<file path="src/rtl/rev_counter_pkg.sv">
package rev_counter_pkg;
  typedef enum logic [1:0] {
    OP_HOLD  = 2'd0,
    OP_LOAD  = 2'd1,
    OP_COUNT = 2'd2
  } op_e;

  localparam int unsigned DIGIT_W   = 4;
  localparam int unsigned DIGIT_MAX = 9;
endpackage

</file>
<file path="src/rtl/rev_counter_ctrl.sv">
module rev_counter_ctrl
  import rev_counter_pkg::*;
(
  input  logic load_i,
  input  logic en_i,
  output op_e  op_o
);
  // load wins over count
  always_comb begin
    if (load_i)    op_o = OP_LOAD;
    else if (en_i) op_o = OP_COUNT;
    else           op_o = OP_HOLD;
  end
endmodule

</file>
<file path="src/rtl/rev_counter_digit.sv">
module rev_counter_digit
  import rev_counter_pkg::*;
(
  input  logic [DIGIT_W-1:0] digit_i,
  input  logic               up_i,
  input  logic               cin_i,
  output logic [DIGIT_W-1:0] digit_o,
  output logic               cout_o
);
  localparam logic [DIGIT_W-1:0] MAX_D = DIGIT_W'(DIGIT_MAX);
  localparam logic [DIGIT_W-1:0] ONE_D = DIGIT_W'(1);

  logic [DIGIT_W-1:0] clamped;

  // non-decimal digit behaves as 9
  assign clamped = (digit_i > MAX_D) ? MAX_D : digit_i;

  always_comb begin
    digit_o = clamped;
    cout_o  = 1'b0;
    if (cin_i) begin
      if (up_i) begin
        if (clamped == MAX_D) begin
          digit_o = '0;
          cout_o  = 1'b1;
        end else begin
          digit_o = clamped + ONE_D;
        end
      end else begin
        if (clamped == '0) begin
          digit_o = MAX_D;
          cout_o  = 1'b1;
        end else begin
          digit_o = clamped - ONE_D;
        end
      end
    end
  end
endmodule

</file>
<file path="src/rtl/rev_counter_next.sv">
module rev_counter_next
  import rev_counter_pkg::*;
#(
  parameter int unsigned WIDTH   = 8,
  parameter bit          DECIMAL = 1'b0
) (
  input  logic [WIDTH-1:0] cur_i,
  input  logic             up_i,
  output logic [WIDTH-1:0] nxt_o
);
  localparam int unsigned NDIG = WIDTH / DIGIT_W;

  if (DECIMAL) begin : g_dec
    logic [NDIG:0] carry;
    assign carry[0] = 1'b1;
    for (genvar d = 0; d < NDIG; d++) begin : g_dig
      rev_counter_digit i_digit (
        .digit_i (cur_i[d*DIGIT_W +: DIGIT_W]),
        .up_i    (up_i),
        .cin_i   (carry[d]),
        .digit_o (nxt_o[d*DIGIT_W +: DIGIT_W]),
        .cout_o  (carry[d+1])
      );
    end
    if (WIDTH > NDIG*DIGIT_W) begin : g_pad
      assign nxt_o[WIDTH-1:NDIG*DIGIT_W] = '0;
    end
  end else begin : g_bin
    localparam logic [WIDTH-1:0] ONE = WIDTH'(1);
    assign nxt_o = up_i ? cur_i + ONE : cur_i - ONE;
  end
endmodule

</file>
<file path="src/rtl/rev_counter.sv">
module rev_counter
  import rev_counter_pkg::*;
#(
  parameter int unsigned WIDTH   = 8,
  parameter bit          DECIMAL = 1'b0
) (
  input  logic             clk_i,
  input  logic             rst_ni,
  input  logic             en_i,
  input  logic             load_i,
  input  logic             up_i,
  input  logic [WIDTH-1:0] data_i,
  output logic [WIDTH-1:0] count_o
);
  localparam int unsigned NDIG = WIDTH / DIGIT_W;

  op_e              op;
  logic [WIDTH-1:0] count_q;
  logic [WIDTH-1:0] count_nxt;

  rev_counter_ctrl i_ctrl (
    .load_i (load_i),
    .en_i   (en_i),
    .op_o   (op)
  );

  rev_counter_next #(
    .WIDTH   (WIDTH),
    .DECIMAL (DECIMAL)
  ) i_next (
    .cur_i (count_q),
    .up_i  (up_i),
    .nxt_o (count_nxt)
  );

  always_ff @(posedge clk_i or negedge rst_ni) begin
    if (!rst_ni) begin
      count_q <= '0;
    end else begin
      unique case (op)
        OP_LOAD:  count_q <= data_i;
        OP_COUNT: count_q <= count_nxt;
        default:  count_q <= count_q;
      endcase
    end
  end

  assign count_o = count_q;

  function automatic logic all_digits_ok(input logic [WIDTH-1:0] v);
    logic ok;
    ok = 1'b1;
    for (int d = 0; d < NDIG; d++) begin
      if (v[d*DIGIT_W +: DIGIT_W] > DIGIT_W'(DIGIT_MAX)) ok = 1'b0;
    end
    return ok;
  endfunction


  rst_zero_chk: assert property (@(posedge clk_i)
    !rst_ni |-> count_q == '0);


  load_take_chk: assert property (@(posedge clk_i) disable iff (!rst_ni)
    load_i |=> count_q == $past(data_i));


  hold_chk: assert property (@(posedge clk_i) disable iff (!rst_ni)
    (!load_i && !en_i) |=> $stable(count_q));

  if (DECIMAL) begin : g_dec_chk

    digit_range_chk: assert property (@(posedge clk_i) disable iff (!rst_ni)
      (en_i && !load_i) |=> all_digits_ok(count_q));
  end else begin : g_bin_chk

    bin_up_chk: assert property (@(posedge clk_i) disable iff (!rst_ni)
      (en_i && !load_i && up_i) |=> count_q == $past(count_q) + WIDTH'(1));
  end
endmodule

</file>
<file path="config.mk">
export PLATFORM = sky130hd
export DESIGN_NAME = rev_counter
export DESIGN_NICKNAME = d
export VERILOG_FILES = /design/src/rtl/rev_counter_pkg.sv /design/src/rtl/rev_counter_ctrl.sv /design/src/rtl/rev_counter_digit.sv /design/src/rtl/rev_counter_next.sv /design/src/rtl/rev_counter.sv
export SDC_FILE = /design/constraint.sdc
export NUM_CORES = 1
export LEC_CHECK = 0
export CAP_MARGIN = 5
export CORE_MARGIN = 4
export CORE_UTILIZATION = 40
export DETAILED_ROUTE_END_ITERATION = 6
export GPL_TIMING_DRIVEN = 0
export PLACE_DENSITY = 0.8
export SETUP_SLACK_MARGIN = 0.15
export SLEW_MARGIN = 10
export SYNTH_ARGS = -nofsm -noshare
export SYNTH_HDL_FRONTEND = slang
export SYNTH_HIERARCHICAL = 1
export SYNTH_SLANG_ARGS = --single-unit
</file>
<file path="constraint.sdc">
create_clock -name clk_i -period 5.2 [get_ports clk_i]
set_input_delay 1.56 -clock clk_i [delete_from_list [all_inputs] [get_ports clk_i]]
set_output_delay 1.56 -clock clk_i [all_outputs]
set_load 0.005 [all_outputs]
</file>
==> key figures <==
Power and ir drop
  • Power density over the cells: 291 nW/um2
  • Reported leakage power: 0.396 nW
  • Maximum VDD drop: 0.148 mV
  • Total Power Consumption: 0.272 mW

Floorplan
  • Top-level port count: 21
  • Die area: 2460 um2
  • Number of cell rows: 14
  • Die boundary height: 49.6 um
  • Standard cell core area: 1580 um2
  • Starting density of the core: 0.439
  • Die X: 49.6 um

Drt
  • First DRT Iteration DRCs: 6
  • Aggregate routed wire length: 1490 um
  • Drc violations: 0
  • Antenna violation net count after detailed routing: 0
  • Vias after detailed routing: 603
  • Mean routed wirelength per cell: 13.2 um
  • Detailed Routing Iterations Pass 1: 4
  • Vias per std cell: 5.34

Logic synthesis
  • Count of flip-flops with a built-in enable after synthesis: 0
  • Share of Yosys cell area claimed by the top area cell type: 0.289
  • Fraction of synthesis flops using an asynchronous set or reset pin: 1.00
  • Mean instance size in the synthesized netlist: 9.35 um2
  • Post-synth top flop: sky130_fd_sc_hd__dfrtp_1
  • Most used standard cell by instance count after synthesis: sky130_fd_sc_hd__nand2_1
  • Synthesized cell area: 692 um2
  • Share of synthesized area occupied by flip-flops and latches: 0.289
  • Number of instances in the synthesized netlist: 74
  • Area leader, netlist: sky130_fd_sc_hd__dfrtp_1
  • Synthesized net count: 95
  • Synthesis-stage register bit count: 8
  • Warnings, synthesis: 6
  • Most used standard cells in the synthesized netlist: 11 x sky130_fd_sc_hd__nand2_1, 8 x sky130_fd_sc_hd__dfrtp_1, 8 x sky130_fd_sc_hd__mux2i_1, 8 x sky130_fd_sc_hd__o21ai_1, 7 x sky130_fd_sc_hd__ha_1
  • Post-synth cell types: 22
  • Top cells by area in the synthesized netlist: sky130_fd_sc_hd__dfrtp_1 29%, sky130_fd_sc_hd__ha_1 13%, sky130_fd_sc_hd__mux2i_1 12%

Clock network
  • Clock sink total: 8
  • Resized Gates After CTS: 0
  • H-tree Lvls: 1
  • Clock insertion delay at the later pin of the skew report: 250 ps
  • Root buffer cell: sky130_fd_sc_hd__clkbuf_4
  • Clock transition time at the flip-flop clock pins of the worst setup and hold paths: 50 ps
  • CTS tree: done
  • CTS Buffer Depth: 2
  • Number of buffers added by the clock tree synthesis step: 3
  • Total of hold buffers inserted after clock tree synthesis: 0
  • Buffer count from post-CTS setup fixing: 0

Final layout
  • Area occupied by registers: 200 um2
  • Combined area of the multi-input logic cells: 447 um2
  • Layout cell share with drive strength beyond 1: 0.0928
  • Design Area, Final: 935 um2
  • Number of inserted filler cells in the final layout: 160
  • # diodes: 0
  • Signed area change from the synthesized netlist to the final layout: 35.1%
  • Number of standard cells in the layout, taps in and fillers out: 113
  • Fin util: 0.593
  • Flip-flop count of the largest register, all copies and words added: 8
  • # nets final: 120

GRT
  • Overall overflow remaining after global route: 0
  • Wire length of the first global-routing pass: 2570 um
  • Number of global-route vias before repair: 577
  • Maximum number of pins on one net before global-route repair: 11
  • Initial antenna violation count: 0
  • Global-route usage over all layers: 0.135

STA
  • Fin Clk Skew: 4.13 ps
  • Final-layout worst hold slack: 528 ps
  • Setup TNS: 0 ps
  • Final setup violation count: 0
  • Post-route setup slack: 1730 ps
  • Final count of pins violating max slew: 0
  • Setup repair after global routing missed its margin: no
  • Period minus WS final: 3470 ps
  • Final period util: 0.667
  • Relative max-transition margin: 0.763
  • Max Fclk: 0.288 GHz
  • Number of hold-slack violations in the final timing report: 0
  • Transition time at the pin with the least slew margin: 354 ps

Placement
  • Setup WS pre-CTS: 1480 ps
  • Area post-placement: 912 um2
  • RePlAce Congestion: 0.801
  • Half-perimeter wire length after detailed placement: 1280 um
  • Port-buffer cells: 20
  • Placed insts: 110

Worst setup path
  • Required time of the critical path: 5320 ps
  • Critical Path Fanout Max: 7
  • Endpoint arrival time on the critical path: 3590 ps
  • Critical path class: primary input to flip-flop
  • R2r worst-path depth: 7
  • CP Launch Type: primary input
  • Endpoint class of the critical path: flip-flop

Hold path
  • Number of cells traversed by the worst hold path: 2
  • Path class of the lowest-slack min-delay path: flip-flop to flip-flop

Outcome
  • Status: finished, final reports clean

Job
  • Max Cap Viol: 0
==> power by group <==
group	switching, mW	total (mW)	internal (mW)
clock	0.0185	0.0448	0.0262
combinational	0.0622	0.140	0.0774
sequential	0.0130	0.0872	0.0741
total	0.0938	0.272	0.178
==> cells in the final DEF (no fill, tap or decap), drive strengths merged, types with 4 or more instances in the layout <==
master         netlist  final
a21oi                5      5
clkdlybuf4s50        0     20
dfrtp                8      8
ha                   7      7
inv                  4      4
mux2i                8      8
nand2               11     11
o21ai               10     10
xnor2                5      5
==> critical path: stages <==
cell and delay [ps]:
sky130_fd_sc_hd__clkdlybuf4s50_1 510, sky130_fd_sc_hd__inv_1 170, sky130_fd_sc_hd__fa_1 490, sky130_fd_sc_hd__a21oi_1 200, sky130_fd_sc_hd__o211ai_1 120, sky130_fd_sc_hd__a21oi_1 190, sky130_fd_sc_hd__xnor2_1 80, sky130_fd_sc_hd__mux2i_1 180
sky130_fd_sc_hd__o21ai_1 80
==> metal layers <==
layer | GRT usage | vias up | share of wire
li1 | - | 307 | -
met1 | 0.186 | 278 | 0.48
met2 | 0.203 | 14 | 0.47
met3 | 0.0211 | 4 | 0.038
met4 | 0.0691 | 0 | 0.015
met5 | 0 | - | 0
==> layout make-up <==
class | instances | area share
plain buffers | 3 | 0.0321
inverters | 4 | 0.0161
multi-input cells | 59 | 0.478
flip-flops and latches | 8 | 0.214
well taps | 16 | 0.0214
clock buffers | 3 | 0.0241
repair buffers | 20 | 0.214
==> worst paths after layout <==
kind,slack [ps],startpoint,to
max,1730,up_i,count_o[6]
min,530,count_o[2],count_o[2]
max reg2reg,3310,count_o[0],count_o[6]
min reg2reg,530,count_o[2],count_o[2]
max in group asynchronous,3350,rst_ni,count_o[1]
min in group asynchronous,1590,rst_ni,count_o[4]
==> cells by family after synthesis <==
group                    after synthesis  share of synthesized area
AO/OA/AOI/OAI                         21                      0.194
adder cells (fa/ha/maj)                8                      0.156
AND/OR/NAND/NOR                       16                      0.105
flip-flops                             8                      0.289
buffers and inverters                  7                     0.0651
XOR/XNOR                               6                     0.0759
multiplexers                           8                      0.116
Power figures use the tool's default switching activity.
